--- src/rtl/lcd_mux_pkg.sv ---
package lcd_mux_pkg;

    localparam int MAX_COM = 4;
    localparam int SLOT_W  = 2;
    localparam int MODE_W  = 3;
    localparam int RATE_W  = 2;
    localparam int REG_W   = 16;

    localparam int POS_DISP   = 15;
    localparam int POS_COMEN  = 14;
    localparam int POS_ASTOP  = 13;
    localparam int POS_SUPPLY = 12;
    localparam int POS_MODE   = 4;
    localparam int POS_RATE   = 0;

    localparam logic [REG_W-1:0] REG_MASK =
        (REG_W'(1) << POS_DISP) | (REG_W'(1) << POS_COMEN) |
        (REG_W'(1) << POS_ASTOP) | (REG_W'(1) << POS_SUPPLY) |
        (REG_W'((1 << MODE_W) - 1) << POS_MODE) |
        (REG_W'((1 << RATE_W) - 1) << POS_RATE);

    typedef enum logic [1:0] {LV0 = 2'd0, LV1 = 2'd1, LV2 = 2'd2, LV3 = 2'd3} lvl_e;

    typedef enum logic [1:0] {BIAS_THIRD, BIAS_HALF, BIAS_STATIC} bias_e;

    typedef struct packed {
        logic              disp_on;
        logic              com_en;
        logic              ana_stop;
        logic              supply_en;
        logic [MODE_W-1:0] mode;
        logic [RATE_W-1:0] rate;
    } ctrl_t;

    function automatic logic [2:0] mode_slots(input logic [MODE_W-1:0] m);
        case (m)
            3'd0:    return 3'd4;
            3'd1:    return 3'd3;
            3'd2:    return 3'd2;
            3'd3:    return 3'd3;
            default: return 3'd1;
        endcase
    endfunction

    function automatic bias_e mode_bias(input logic [MODE_W-1:0] m);
        case (m)
            3'd0, 3'd1: return BIAS_THIRD;
            3'd2, 3'd3: return BIAS_HALF;
            default:    return BIAS_STATIC;
        endcase
    endfunction

endpackage

--- src/rtl/lcd_ctrl_reg.sv ---
module lcd_ctrl_reg
    import lcd_mux_pkg::*;
(
    input  logic             clk,
    input  logic             rst_n,
    input  logic             wr_full,
    input  logic [REG_W-1:0] wdata,
    input  logic             wr_bit,
    input  logic [3:0]       bit_idx,
    input  logic             bit_val,
    output logic [REG_W-1:0] rdata,
    output ctrl_t            ctrl
);

    typedef struct packed {
        logic [REG_W-1:0] bits;
    } reg_state_t;

    reg_state_t r_d, r_q;

    always_comb begin
        r_d = r_q;
        if (wr_full) begin
            r_d.bits = wdata;
        end else if (wr_bit) begin
            r_d.bits[bit_idx] = bit_val;
        end
        r_d.bits = r_d.bits & REG_MASK;
    end

    always_ff @(posedge clk) begin
        if (!rst_n) begin
            r_q <= '0;
        end else begin
            r_q <= r_d;
        end
    end

    assign rdata          = r_q.bits;
    assign ctrl.disp_on   = r_q.bits[POS_DISP];
    assign ctrl.com_en    = r_q.bits[POS_COMEN];
    assign ctrl.ana_stop  = r_q.bits[POS_ASTOP];
    assign ctrl.supply_en = r_q.bits[POS_SUPPLY];
    assign ctrl.mode      = r_q.bits[POS_MODE +: MODE_W];
    assign ctrl.rate      = r_q.bits[POS_RATE +: RATE_W];

    // a full write lands in the next cycle, masked to the stored bits
    p_full_write_r2: assert property (@(posedge clk) disable iff (!rst_n)
        wr_full |=> rdata == ($past(wdata) & REG_MASK));

    // a lone bit write sets the chosen bit if it is stored
    p_bit_write_r2: assert property (@(posedge clk) disable iff (!rst_n)
        (wr_bit && !wr_full) |=>
            rdata[$past(bit_idx)] == ($past(bit_val) & REG_MASK[$past(bit_idx)]));

    // register contents change only on a write
    p_hold_r1: assert property (@(posedge clk) disable iff (!rst_n)
        (!wr_bit && !wr_full) |=> $stable(rdata));

endmodule

--- src/rtl/lcd_frame_seq.sv ---
module lcd_frame_seq
    import lcd_mux_pkg::*;
#(
    parameter int BASE_SHIFT = 6
) (
    input  logic              clk,
    input  logic              rst_n,
    input  logic              base_en,
    input  ctrl_t             ctrl,
    output logic [SLOT_W-1:0] slot,
    output logic              pol,
    output logic [MODE_W-1:0] amode
);

    localparam int CNT_W = BASE_SHIFT + (1 << RATE_W) - 1;

    typedef struct packed {
        logic [CNT_W-1:0]  cnt;
        logic [SLOT_W-1:0] slot;
        logic [MODE_W-1:0] amode;
        logic [RATE_W-1:0] arate;
    } seq_t;

    seq_t s_d, s_q;

    logic [CNT_W-1:0] last_cnt;
    logic [2:0]       nslots;
    logic             slot_end;
    logic             frame_end;

    always_comb begin
        last_cnt  = CNT_W'((1 << (BASE_SHIFT + int'(s_q.arate))) - 1);
        nslots    = mode_slots(s_q.amode);
        slot_end  = base_en && (s_q.cnt == last_cnt);
        frame_end = slot_end && ({1'b0, s_q.slot} == (nslots - 3'd1));

        s_d = s_q;
        if (!ctrl.com_en) begin
            s_d.cnt   = '0;
            s_d.slot  = '0;
            s_d.amode = ctrl.mode;
            s_d.arate = ctrl.rate;
        end else if (frame_end) begin
            s_d.cnt   = '0;
            s_d.slot  = '0;
            s_d.amode = ctrl.mode;
            s_d.arate = ctrl.rate;
        end else if (slot_end) begin
            s_d.cnt  = '0;
            s_d.slot = s_q.slot + SLOT_W'(1);
        end else if (base_en) begin
            s_d.cnt = s_q.cnt + CNT_W'(1);
        end
    end

    always_ff @(posedge clk) begin
        if (!rst_n) begin
            s_q <= '0;
        end else begin
            s_q <= s_d;
        end
    end

    always_comb begin
        pol   = s_q.cnt[BASE_SHIFT - 1 + int'(s_q.arate)];
        slot  = s_q.slot;
        amode = s_q.amode;
    end

    // the slot index stays below the slot count of the active mode
    p_slot_range_r4: assert property (@(posedge clk) disable iff (!rst_n)
        {1'b0, s_q.slot} < mode_slots(s_q.amode));

    // the prescaler never passes the end of the active period
    p_cnt_range_r3: assert property (@(posedge clk) disable iff (!rst_n)
        s_q.cnt <= last_cnt);

    // without a strobe a running prescaler holds its count
    p_gap_hold_r3: assert property (@(posedge clk) disable iff (!rst_n)
        (ctrl.com_en && !base_en) |=> $stable(s_q.cnt) && $stable(s_q.slot));

    // commons disabled holds the timing at zero
    p_idle_hold_r10: assert property (@(posedge clk) disable iff (!rst_n)
        !ctrl.com_en |=> (s_q.cnt == '0) && (s_q.slot == '0));

    // the active mode only changes when a new frame starts
    p_cfg_boundary_r11: assert property (@(posedge clk) disable iff (!rst_n)
        !$stable(s_q.amode) |-> (s_q.slot == '0) && (s_q.cnt == '0));

endmodule

--- src/rtl/lcd_level_map.sv ---
module lcd_level_map
    import lcd_mux_pkg::*;
#(
    parameter int NUM_SEG = 8
) (
    input  logic [SLOT_W-1:0]      slot,
    input  logic                   pol,
    input  logic [MODE_W-1:0]      amode,
    input  logic                   disp_on,
    input  logic                   com_en,
    input  logic [NUM_SEG-1:0]     dm_bits,
    output logic [2*MAX_COM-1:0]   com_lvl,
    output logic [2*NUM_SEG-1:0]   seg_lvl
);

    bias_e bias;
    lvl_e  com_sel;
    lvl_e  com_nsel;
    lvl_e  com_static;
    lvl_e  seg_on;
    lvl_e  seg_off;

    always_comb begin
        bias       = mode_bias(amode);
        com_sel    = pol ? LV0 : LV3;
        com_static = pol ? LV3 : LV0;
        com_nsel   = (bias == BIAS_HALF) ? LV1 : (pol ? LV2 : LV1);
        if (bias == BIAS_STATIC) begin
            seg_on  = pol ? LV0 : LV3;
            seg_off = com_static;
        end else if (bias == BIAS_HALF) begin
            seg_on  = pol ? LV3 : LV0;
            seg_off = pol ? LV0 : LV3;
        end else begin
            seg_on  = pol ? LV3 : LV0;
            seg_off = pol ? LV1 : LV2;
        end
    end

    for (genvar gi = 0; gi < MAX_COM; gi++) begin : g_com
        lvl_e lvl;
        always_comb begin
            if (!com_en) begin
                lvl = LV0;
            end else if (bias == BIAS_STATIC) begin
                lvl = (gi == 0) ? com_static : LV0;
            end else if (slot == SLOT_W'(gi)) begin
                lvl = com_sel;
            end else begin
                lvl = com_nsel;
            end
        end
        assign com_lvl[2*gi +: 2] = lvl;
    end

    for (genvar gj = 0; gj < NUM_SEG; gj++) begin : g_seg
        lvl_e lvl;
        always_comb begin
            if (!com_en) begin
                lvl = LV0;
            end else if (disp_on && dm_bits[gj]) begin
                lvl = seg_on;
            end else begin
                lvl = seg_off;
            end
        end
        assign seg_lvl[2*gj +: 2] = lvl;
    end

endmodule

--- src/rtl/lcd_mux_timing.sv ---
module lcd_mux_timing
    import lcd_mux_pkg::*;
#(
    parameter int NUM_SEG    = 8,
    parameter int BASE_SHIFT = 6
) (
    input  logic                 clk,
    input  logic                 rst_n,
    input  logic                 base_en,
    input  logic                 reg_wr_full,
    input  logic [15:0]          reg_wdata,
    input  logic                 reg_wr_bit,
    input  logic [3:0]           reg_bit_idx,
    input  logic                 reg_bit_val,
    output logic [15:0]          reg_rdata,
    output logic [1:0]           dm_slot,
    input  logic [NUM_SEG-1:0]   dm_bits,
    output logic [7:0]           com_lvl,
    output logic [2*NUM_SEG-1:0] seg_lvl
);

    ctrl_t             ctrl;
    logic [SLOT_W-1:0] slot;
    logic              pol;
    logic [MODE_W-1:0] amode;

    lcd_ctrl_reg u_reg (
        .clk     (clk),
        .rst_n   (rst_n),
        .wr_full (reg_wr_full),
        .wdata   (reg_wdata),
        .wr_bit  (reg_wr_bit),
        .bit_idx (reg_bit_idx),
        .bit_val (reg_bit_val),
        .rdata   (reg_rdata),
        .ctrl    (ctrl)
    );

    lcd_frame_seq #(.BASE_SHIFT(BASE_SHIFT)) u_seq (
        .clk     (clk),
        .rst_n   (rst_n),
        .base_en (base_en),
        .ctrl    (ctrl),
        .slot    (slot),
        .pol     (pol),
        .amode   (amode)
    );

    lcd_level_map #(.NUM_SEG(NUM_SEG)) u_map (
        .slot    (slot),
        .pol     (pol),
        .amode   (amode),
        .disp_on (ctrl.disp_on),
        .com_en  (ctrl.com_en),
        .dm_bits (dm_bits),
        .com_lvl (com_lvl),
        .seg_lvl (seg_lvl)
    );

    assign dm_slot = slot;

    logic [MAX_COM-1:0] sel_hits;
    logic [NUM_SEG-1:0] seg_mid;
    always_comb begin
        for (int i = 0; i < MAX_COM; i++) begin
            sel_hits[i] = com_lvl[2*i +: 2] == (pol ? 2'd0 : 2'd3);
        end
        for (int j = 0; j < NUM_SEG; j++) begin
            seg_mid[j] = (seg_lvl[2*j +: 2] == 2'd1) || (seg_lvl[2*j +: 2] == 2'd2);
        end
    end

    // exactly one common carries the selected level while multiplexing
    p_one_sel_r5: assert property (@(posedge clk) disable iff (!rst_n)
        (ctrl.com_en && !amode[2]) |-> $countones(sel_hits) == 1);

    // with display off under 1/3 bias every segment sits on a middle rail
    p_disp_off_r9: assert property (@(posedge clk) disable iff (!rst_n)
        (ctrl.com_en && !ctrl.disp_on && (mode_bias(amode) == BIAS_THIRD)) |->
            (&seg_mid));

    // commons disabled forces every pin to V0
    p_idle_out_r10: assert property (@(posedge clk) disable iff (!rst_n)
        !ctrl.com_en |-> (com_lvl == '0) && (seg_lvl == '0));

endmodule

--- config.mk ---
export PLATFORM = sky130hd
export DESIGN_NAME = lcd_mux_timing
export DESIGN_NICKNAME = d
export VERILOG_FILES = /design/src/rtl/lcd_mux_pkg.sv /design/src/rtl/lcd_ctrl_reg.sv /design/src/rtl/lcd_frame_seq.sv /design/src/rtl/lcd_level_map.sv /design/src/rtl/lcd_mux_timing.sv
export SDC_FILE = /design/constraint.sdc
export NUM_CORES = 1
export LEC_CHECK = 0
export ABC_CLOCK_PERIOD_IN_PS = 8600
export BUFFER_PORTS_ARGS = -buffer_cell sky130_fd_sc_hd__buf_2
export CORE_ASPECT_RATIO = 0.75
export CORE_MARGIN = 3
export CORE_UTILIZATION = 54
export CTS_BUF_LIST = sky130_fd_sc_hd__clkbuf_16
export CTS_CLUSTER_SIZE = 25
export DETAILED_ROUTE_END_ITERATION = 12
export GPL_TIMING_DRIVEN = 0
export PLACE_DENSITY_LB_ADDON = 0.3
export SYNTH_ARGS = -nofsm -noshare
export SYNTH_HDL_FRONTEND = slang
export SYNTH_HIERARCHICAL = 1
export SYNTH_SLANG_ARGS = --single-unit
--- constraint.sdc ---
create_clock -name clk -period 8.6 [get_ports clk]
set_input_delay 2.15 -clock clk [delete_from_list [all_inputs] [get_ports clk]]
set_output_delay 2.15 -clock clk [all_outputs]
set_load 0.05 [all_outputs]
==> impl_metrics.csv, run 1 <==
group,metric,value,unit
clock_network,cts_post_setup_buffers_inserted,0,
synthesis,syn-mean-instance-area,8.00,um^2
floorplanning,floorplan.rows,18,
clock_network,post_cts_hold_buffer_count,0,
cells_and_area,final_layout_size_suffix_gt1_share,30.3,%
sta,tightest_slew,994,ps
placed_design,place.port_buffers,60,
global_route,maximum_number_of_pins_on_one_net_before_global_route_repair,14,
worst_hold_path,holdCritStartpoint,"u_reg/rdata[1]",
sta,finalWorstPathRequiredPeriod,5440,ps
worst_setup_path,critical_path.endpoint,"seg_lvl[4]",
detailed_routing,vias_post_dr,1956,
cells_and_area,multiInputGateArea,0.00133,mm^2
synthesis,yosysWarningCount,6,
sta,finalHoldViolations,0,
floorplanning,fp.dieH,59.5,um
worst_setup_path,setup.worst_path.start,"u_seq/s_q[0]",
sta,timing_max_transition_violations_final,0,
floorplanning,starting_utilization_of_the_core_area,59.3,%
job,cap_violations,0,
cells_and_area,layout.nets,368,
worst_setup_path,reg2regPathDepth,8,
clock_network,clockBufferDepth,2,
clock_network,cts_made_buffers,3,
pwr,internal_power_summed_over_all_cells,0.000219,W
placed_design,cell_count_post_placement,373,
cells_and_area,count_of_non_filler_cells_in_the_finished_layout,377,
pwr,combinational_fraction_of_design_power,31.9,%
pwr,power.net_switching,0.000114,W
sta,timing.final.crit_share,63.3,%
worst_setup_path,timing.critical_path.required,6450,ps
sta,fin_setup_tns,0,ps
pwr,switching_share,34.3,%
clock_network,clock_tree.root_cell,"sky130_fd_sc_hd__clkbuf_16",
sta,maxClockFrequency,184,MHz
synthesis,netlist_instances,257,
sta,grt_setup_unrepaired,"false",
worst_setup_path,path_class,"flip-flop to primary output",
clock_network,path_clk_slew,60,ps
worst_setup_path,worst-path-max-fanout,10,
pwr,ir_worst_vdd,148,uV
worst_setup_path,critPathLaunchType,"flip-flop",
worst_setup_path,ff2ff_setup_slack,6630,ps
sta,report.final.setup_viol,0,
floorplanning,floorplan.io_pins,76,
cells_and_area,nFillCells,288,
floorplanning,dieArea,0.00459,mm^2
global_route,globalRouteTotalUtil,21.4,%
floorplanning,design.core.area,0.00347,mm^2
global_route,grt_overflow,0,
worst_setup_path,timing.critical_path.arrival,3290,ps
floorplanning,die_x,77.3,um
global_route,global_route_wire_length_before_repair,8020,um
worst_hold_path,min_path_type,"flip-flop to flip-flop",
clock_network,clkLatencyLatePin,260,ps
pwr,seq_power_share,37.6,%
clock_network,clock_sink_count,25,
global_route,grt_pass1_vias,1848,
run_status,run_status,"complete, no violations",
detailed_routing,totalWireLength,4860,um
sta,skew,3.33,ps
global_route,antenna_found_initial,0,
clock_network,ctsHtreeMaxLevel,1,
worst_setup_path,r2r-end,"u_seq/amode[0]",
pwr,p_per_area,132,mW/mm^2
cells_and_area,area_delta_synth_final,22.6,%
clock_network,tritoncts_clock_tree,"built",
detailed_routing,drt_pass1_iterations,4,
detailed_routing,routed_wire_length_per_instance,12.9,um
sta,relSlewSlack,33.1,%
placed_design,dp_hpwl,3670,um
placed_design,gpl_congestion,0.875,
worst_setup_path,crit_path_capture_type,"primary output",
worst_setup_path,rr_startpoint,"u_seq/s_q[0]",
pwr,power_leakage,1.25,nW
synthesis,syn_area,0.00206,mm^2
clock_network,cts.repair.resized,0,
cells_and_area,num_antenna_cells,0,
pwr,p_total,0.000333,W
cells_and_area,final-seq-area,500,um^2
detailed_routing,post_drt_via_cell_ratio,5.19,
cells_and_area,final_util,72.7,%
pwr,clock_power_share,30.5,%
detailed_routing,detail-route-antenna-nets,0,
detailed_routing,drc,0,
detailed_routing,drt_iter0_markers,139,
==> per-layer routing <==
metal / vias up / global-route usage, % / wire [um]
met5: - / 0 / 0
met1: 882 / 27.6 / 2330
li1: 998 / - / -
met2: 72 / 37.6 / 2220
met4: 0 / 5.08 / 32
met3: 4 / 4.10 / 283
==> power by group through the flow <==
stage,registers (W),clock network (W),logic [W]
2_1_floorplan,0.000126,0,0.0000833
3_3_place_gp,0.000128,0,0.000103
3_5_place_dp,0.000128,0,0.000105
4_1_cts,0.000125,0.000103,0.000106
5_1_grt,0.000126,0.000109,0.000114
6_report,0.000125,0.000102,0.000106
==> worst min-delay path by stage <==
stage | end | cells after the start
floorplan | u_seq/amode[0] | 2
global placement | u_seq/amode[0] | 2
detailed placement | u_seq/amode[1] | 2
CTS | u_seq/s_q[1] | 2
global route | u_seq/amode[0] | 2
finish | u_seq/s_q[1] | 2
==> stage by stage <==
step           setup slack (ps)  hold slack, ps  area, um^2
3_3_place_gp               3360             462        2440
5_1_grt                    2940             508        2520
2_1_floorplan              3110             445        2080
3_5_place_dp               3320             466        2440
6_report                   3160             483        2520
4_1_cts                    3160             488        2520
==> sequential cells by signal, indices dropped and copies added (netlist names) <==
register,flops
u_seq/s_q,11
u_seq/slot,2
u_reg/rdata,9
u_seq/amode,3
==> layout make-up <==
cell class	instances	share of cell area, %
flip-flops and latches	25	19.9
repair buffers	60	11.9
plain buffers	31	8.24
well taps	50	2.48
clock buffers	3	2.98
clock inverters	1	0.149
multi-input cells	195	52.6
inverters	12	1.79
==> placed cells by master (no fill, tap or decap), types with 4 or more instances in the layout <==
cell type / instances
sky130_fd_sc_hd__a21oi_1: 5
sky130_fd_sc_hd__a222oi_1: 6
sky130_fd_sc_hd__and2_1: 10
sky130_fd_sc_hd__and3_1: 4
sky130_fd_sc_hd__buf_2: 63
sky130_fd_sc_hd__buf_4: 21
sky130_fd_sc_hd__conb_1: 7
sky130_fd_sc_hd__dfxtp_1: 25
sky130_fd_sc_hd__ha_1: 6
sky130_fd_sc_hd__inv_1: 13
sky130_fd_sc_hd__mux2i_1: 23
sky130_fd_sc_hd__nand2_1: 39
sky130_fd_sc_hd__nand2b_1: 6
sky130_fd_sc_hd__nor2_1: 18
sky130_fd_sc_hd__o21ai_0: 15
sky130_fd_sc_hd__xnor2_1: 14
sky130_fd_sc_hd__xor2_1: 6
==> worst max-delay path: stages (launching register included) <==
cell,delay [ps]
sky130_fd_sc_hd__dfxtp_1,420
sky130_fd_sc_hd__inv_1,100
sky130_fd_sc_hd__ha_1,340
sky130_fd_sc_hd__mux4_2,340
sky130_fd_sc_hd__inv_1,30
sky130_fd_sc_hd__o21ai_0,760
sky130_fd_sc_hd__buf_2,350
sky130_fd_sc_hd__nand2_1,200
sky130_fd_sc_hd__mux2i_1,190
sky130_fd_sc_hd__buf_2,290
(Power assumes the default switching activity.)
==> run 2: changes to the inputs <==
--- a/config.mk
+++ b/config.mk
@@ -5,11 +5,11 @@
 export SDC_FILE = /design/constraint.sdc
 export NUM_CORES = 1
 export LEC_CHECK = 0
-export ABC_CLOCK_PERIOD_IN_PS = 8600
+export ABC_CLOCK_PERIOD_IN_PS = 5100
 export BUFFER_PORTS_ARGS = -buffer_cell sky130_fd_sc_hd__buf_2
 export CORE_ASPECT_RATIO = 0.75
 export CORE_MARGIN = 3
-export CORE_UTILIZATION = 54
+export CORE_UTILIZATION = 50
 export CTS_BUF_LIST = sky130_fd_sc_hd__clkbuf_16
 export CTS_CLUSTER_SIZE = 25
 export DETAILED_ROUTE_END_ITERATION = 12
==> constraint.sdc (replaced) <==
create_clock -name clk -period 5.1 [get_ports clk]
set_input_delay 1.275 -clock clk [delete_from_list [all_inputs] [get_ports clk]]
set_output_delay 1.275 -clock clk [all_outputs]
set_load 0.05 [all_outputs]
==> impl_metrics.csv, run 2 (same netlist as run 1, synthesis figures left out) <==
group,metric,value,unit
detailed_routing,drt_iter0_markers,112,
floorplanning,floorplan.io_pins,76,
placed_design,placedInstanceArea,0.00244,mm^2
detailed_routing,detail-route-antenna-nets,0,
worst_setup_path,crit_path_capture_type,"primary output",
placed_design,gpl_congestion,0.848,
worst_hold_path,holdCritStartpoint,"u_reg/rdata[1]",
sta,maxClockFrequency,225,MHz
clock_network,post_cts_hold_buffer_count,0,
clock_network,cts.repair.resized,0,
sta,setup_ws,658,ps
placed_design,dp_hpwl,3520,um
sta,timing_max_transition_violations_final,0,
detailed_routing,post_drt_via_cell_ratio,5.09,
worst_setup_path,timing.critical_path.arrival,3170,ps
detailed_routing,totalWireLength,4450,um
clock_network,clock_sink_count,25,
sta,grt_setup_unrepaired,"false",
sta,skew,2.71,ps
clock_network,cts_post_setup_buffers_inserted,0,
sta,finalWorstPathRequiredPeriod,4440,ps
floorplanning,die_x,80.1,um
detailed_routing,drt_pass1_iterations,4,
worst_setup_path,critPathLaunchType,"flip-flop",
sta,report.final.setup_viol,0,
cells_and_area,final_cell_mix,"sky130_fd_sc_hd__buf_2 (63), sky130_fd_sc_hd__nand2_1 (39), sky130_fd_sc_hd__dfxtp_1 (25)",
floorplanning,starting_utilization_of_the_core_area,54.1,%
cells_and_area,area_delta_synth_final,22.7,%
cells_and_area,largest_register,"u_seq/s_q",
sta,relSlewSlack,43.1,%
worst_setup_path,setup.worst_path.start,"u_seq/s_q[0]",
cells_and_area,nFillCells,336,
floorplanning,dieArea,0.00493,mm^2
cells_and_area,layout.nets,368,
floorplanning,fp.dieH,61.5,um
cells_and_area,commonest_non_fill_non_tap_cell_in_the_layout,"sky130_fd_sc_hd__buf_2",
placed_design,pre_cts_slack,937,ps
clock_network,tritoncts_clock_tree,"built",
job,cap_violations,0,
pwr,ir_worst_vdd,210,uV
cells_and_area,postLayoutCellArea,0.00252,mm^2
sta,timing.final.crit_share,87.1,%
cells_and_area,num_antenna_cells,0,
clock_network,clockBufferDepth,2,
sta,tightest_slew,845,ps
global_route,grt_pass1_vias,1696,
placed_design,place.port_buffers,60,
cells_and_area,final-seq-area,500,um^2
worst_setup_path,path_class,"flip-flop to primary output",
global_route,antenna_found_initial,0,
worst_hold_path,min_path_type,"flip-flop to flip-flop",
cells_and_area,final_layout_size_suffix_gt1_share,30.3,%
global_route,global_route_wire_length_before_repair,7290,um
floorplanning,floorplan.rows,19,
detailed_routing,vias_post_dr,1931,
placed_design,cell_count_post_placement,375,
floorplanning,design.core.area,0.00380,mm^2
clock_network,path_clk_slew,60,ps
global_route,globalRouteTotalUtil,18.1,%
pwr,power_leakage,1.25,nW
pwr,p_total,0.000556,W
worst_setup_path,timing.critical_path.required,3830,ps
clock_network,cts_made_buffers,3,
sta,finalHoldViolations,0,
clock_network,clkLatencyLatePin,250,ps
run_status,run_status,"complete, no violations",
cells_and_area,count_of_non_filler_cells_in_the_finished_layout,379,
worst_setup_path,worst-path-max-fanout,10,
clock_network,clock_tree.root_cell,"sky130_fd_sc_hd__clkbuf_16",
pwr,p_per_area,221,mW/mm^2
sta,fin_setup_tns,0,ps
cells_and_area,number_of_flip_flops_under_the_largest_register_name,11,
detailed_routing,routed_wire_length_per_instance,11.7,um
clock_network,ctsHtreeMaxLevel,1,
worst_setup_path,ff2ff_setup_slack,3220,ps
global_route,maximum_number_of_pins_on_one_net_before_global_route_repair,14,
global_route,grt_overflow,0,
cells_and_area,multiInputGateArea,0.00133,mm^2
worst_setup_path,rr_startpoint,"u_seq/s_q[0]",
detailed_routing,drc,0,
[run 2: layout make-up]
class	count	share of cell area [%]
clock inverters	1	0.149
flip-flops and latches	25	19.8
plain buffers	31	8.23
multi-input cells	195	52.6
clock buffers	3	2.97
well taps	52	2.58
repair buffers	60	11.9
inverters	12	1.78
[run 2: worst max-delay path, stage by stage (launching register included)]
cell and delay (ps):
sky130_fd_sc_hd__dfxtp_1 420, sky130_fd_sc_hd__inv_1 90, sky130_fd_sc_hd__ha_1 330, sky130_fd_sc_hd__mux4_2 340, sky130_fd_sc_hd__inv_1 40, sky130_fd_sc_hd__o21ai_0 660, sky130_fd_sc_hd__buf_2 340, sky130_fd_sc_hd__nand2_1 200
sky130_fd_sc_hd__mux2i_1 210, sky130_fd_sc_hd__buf_2 290
[run 2: power by group]
part / switching, W / internal (W) / total [W] / leakage, nW
clock network: 0.0000641 / 0.000105 / 0.000169 / 0.0423
registers: 0.00000778 / 0.000203 / 0.000211 / 0.204
logic: 0.000116 / 0.0000611 / 0.000177 / 1.01
[run 2: worst paths after layout]
path               endpoint  cells past startpoint
min            u_seq/s_q[1]                      2
max reg2reg  u_seq/amode[2]                      8
max              seg_lvl[2]                      9
min reg2reg    u_seq/s_q[1]                      2
[run 2: routing by layer]
metal	routed length, um	track usage (%)	part of all wire (%)
met4	0	2.17	0
met1	2200	24.8	50
met3	247	3.36	5.6
met2	2000	30.8	45
met5	0	0	0
[run 2: metrics by stage]
step / util [%] / hold WS (ps)
floorplan: - / 445
global route: 66.3 / 509
CTS: 66.3 / 473
global placement: 64.3 / 463
finish: 66.3 / 469
detailed placement: 64.3 / 465
==> run 3: changes to the inputs <==
--- a/config.mk
+++ b/config.mk
@@ -8,7 +8,7 @@
 export ABC_CLOCK_PERIOD_IN_PS = 5100
 export BUFFER_PORTS_ARGS = -buffer_cell sky130_fd_sc_hd__buf_2
 export CORE_ASPECT_RATIO = 0.75
-export CORE_MARGIN = 3
+export CORE_MARGIN = 2
 export CORE_UTILIZATION = 50
 export CTS_BUF_LIST = sky130_fd_sc_hd__clkbuf_16
 export CTS_CLUSTER_SIZE = 25
==> impl_metrics.csv, run 3 (same netlist as run 1, synthesis figures left out) <==
group,metric,value,unit
run_status,run_status,"complete, no violations",
floorplanning,floorplan.rows,20,
clock_network,clock_tree.root_cell,"sky130_fd_sc_hd__clkbuf_16",
worst_setup_path,path_class,"flip-flop to primary output",
clock_network,cts_made_buffers,3,
cells_and_area,num_antenna_cells,0,
detailed_routing,drt_iter0_markers,88,
placed_design,place.port_buffers,60,
cells_and_area,final_layout_size_suffix_gt1_share,30.6,%
pwr,ir_worst_vdd,138,uV
sta,relSlewSlack,37.4,%
detailed_routing,routed_wire_length_per_instance,11.6,um
floorplanning,fp.dieH,59.5,um
worst_setup_path,timing.critical_path.arrival,3250,ps
pwr,seq_power_share,37.3,%
floorplanning,floorplan.io_pins,76,
pwr,switching_share,34.5,%
sta,tightest_slew,929,ps
sta,report.final.setup_viol,0,
worst_setup_path,critPathLaunchType,"flip-flop",
clock_network,ctsHtreeMaxLevel,1,
pwr,power_leakage,1.25,nW
clock_network,cts_post_setup_buffers_inserted,0,
detailed_routing,post_drt_via_cell_ratio,5.07,
floorplanning,die_x,78.1,um
global_route,grt_pass1_vias,1669,
sta,timing_max_transition_violations_final,0,
worst_setup_path,crit_path_capture_type,"primary output",
floorplanning,dieArea,0.00465,mm^2
cells_and_area,final_util,63.2,%
placed_design,cell_count_post_placement,378,
clock_network,post_cts_hold_buffer_count,0,
job,cap_violations,0,
sta,fin_setup_tns,0,ps
sta,finalWorstPathRequiredPeriod,4520,ps
clock_network,clkLatencyLatePin,260,ps
sta,skew,1.89,ps
cells_and_area,largest_register,"u_seq/s_q",
cells_and_area,postLayoutCellArea,0.00253,mm^2
placed_design,gpl_congestion,0.837,
detailed_routing,vias_post_dr,1938,
cells_and_area,area_delta_synth_final,23.1,%
clock_network,cts.repair.resized,0,
global_route,antenna_found_initial,0,
clock_network,path_clk_slew,70,ps
sta,maxClockFrequency,221,MHz
clock_network,clock_sink_count,25,
sta,finalHoldViolations,0,
sta,grt_setup_unrepaired,"false",
sta,timing.final.crit_share,88.7,%
pwr,internal_power_summed_over_all_cells,0.000371,W
cells_and_area,commonest_non_fill_non_tap_cell_in_the_layout,"sky130_fd_sc_hd__buf_2",
worst_setup_path,ff2ff_setup_slack,3190,ps
global_route,grt_overflow,0,
worst_hold_path,min_path_type,"flip-flop to flip-flop",
floorplanning,starting_utilization_of_the_core_area,51.4,%
pwr,power.net_switching,0.000195,W
cells_and_area,count_of_non_filler_cells_in_the_finished_layout,382,
global_route,global_route_wire_length_before_repair,7580,um
cells_and_area,number_of_flip_flops_under_the_largest_register_name,11,
placed_design,dp_hpwl,3420,um
worst_setup_path,worst-path-max-fanout,10,
detailed_routing,drt_pass1_iterations,5,
cells_and_area,layout.nets,368,
clock_network,tritoncts_clock_tree,"built",
detailed_routing,totalWireLength,4420,um
pwr,combinational_fraction_of_design_power,31.1,%
placed_design,placedInstanceArea,0.00245,mm^2
worst_setup_path,timing.critical_path.required,3830,ps
global_route,maximum_number_of_pins_on_one_net_before_global_route_repair,16,
floorplanning,design.core.area,0.00400,mm^2
pwr,clock_power_share,31.6,%
detailed_routing,detail-route-antenna-nets,0,
sta,hold-worst-slack,475,ps
clock_network,clockBufferDepth,2,
pwr,p_per_area,224,mW/mm^2
global_route,globalRouteTotalUtil,20.1,%
cells_and_area,final_cell_mix,"sky130_fd_sc_hd__buf_2 (63), sky130_fd_sc_hd__nand2_1 (39), sky130_fd_sc_hd__dfxtp_1 (25)",
detailed_routing,drc,0,
-- run 3: power groups by stage --
stage / Clock (W) / Combinational [W] / Sequential [W]
global placement: 0 / 0.000173 / 0.000215
finish: 0.000179 / 0.000176 / 0.000211
floorplan: 0 / 0.000140 / 0.000213
CTS: 0.000183 / 0.000176 / 0.000211
detailed placement: 0 / 0.000176 / 0.000216
global route: 0.000190 / 0.000190 / 0.000213
-- run 3: cell type report --
cell class,instances,area (um^2)
multi-input combinational,195,1330
sequential,25,500
timing repair buffer,60,300
inverter,12,45.0
clock inverter,1,7.51
fill,390,1470
buffer,31,208
tap,55,68.8
clock buffer,3,75.1
-- run 3: path summary, 6_finish.rpt --
kind                                      from              to  cells after the start
worst max-delay path              u_seq/s_q[1]      seg_lvl[8]                      9
worst min-delay path            u_reg/rdata[0]    u_seq/s_q[0]                      2
worst max register to register    u_seq/s_q[1]  u_seq/amode[2]                      8
worst min register to register  u_reg/rdata[0]    u_seq/s_q[0]                      2
-- run 3: stage by stage --
| stage | setup WS (ps) | total power [W] |
|---|---|---|
| finish | 579 | 0.000566 |
| detailed placement | 868 | 0.000391 |
| global placement | 939 | 0.000389 |
| CTS | 567 | 0.000571 |
| global route | 327 | 0.000593 |
| floorplan | 870 | 0.000353 |
-- run 3: metal layers --
layer / GRT usage [%] / share of wire [%] / vias up
met2: 31.0 / 44 / 56
met5: 0 / 0 / -
met1: 29.3 / 50 / 879
met4: 6.02 / 0.70 / 0
met3: 2.74 / 5.4 / 4
li1: - / - / 999
-- run 3: critical path, stage by stage (launching register included) --
cell,delay (ps)
sky130_fd_sc_hd__dfxtp_1,440
sky130_fd_sc_hd__inv_1,110
sky130_fd_sc_hd__ha_1,320
sky130_fd_sc_hd__mux4_2,330
sky130_fd_sc_hd__inv_1,30
sky130_fd_sc_hd__o21ai_0,720
sky130_fd_sc_hd__buf_2,340
sky130_fd_sc_hd__nand2_1,190
sky130_fd_sc_hd__mux2i_1,210
sky130_fd_sc_hd__buf_2,290
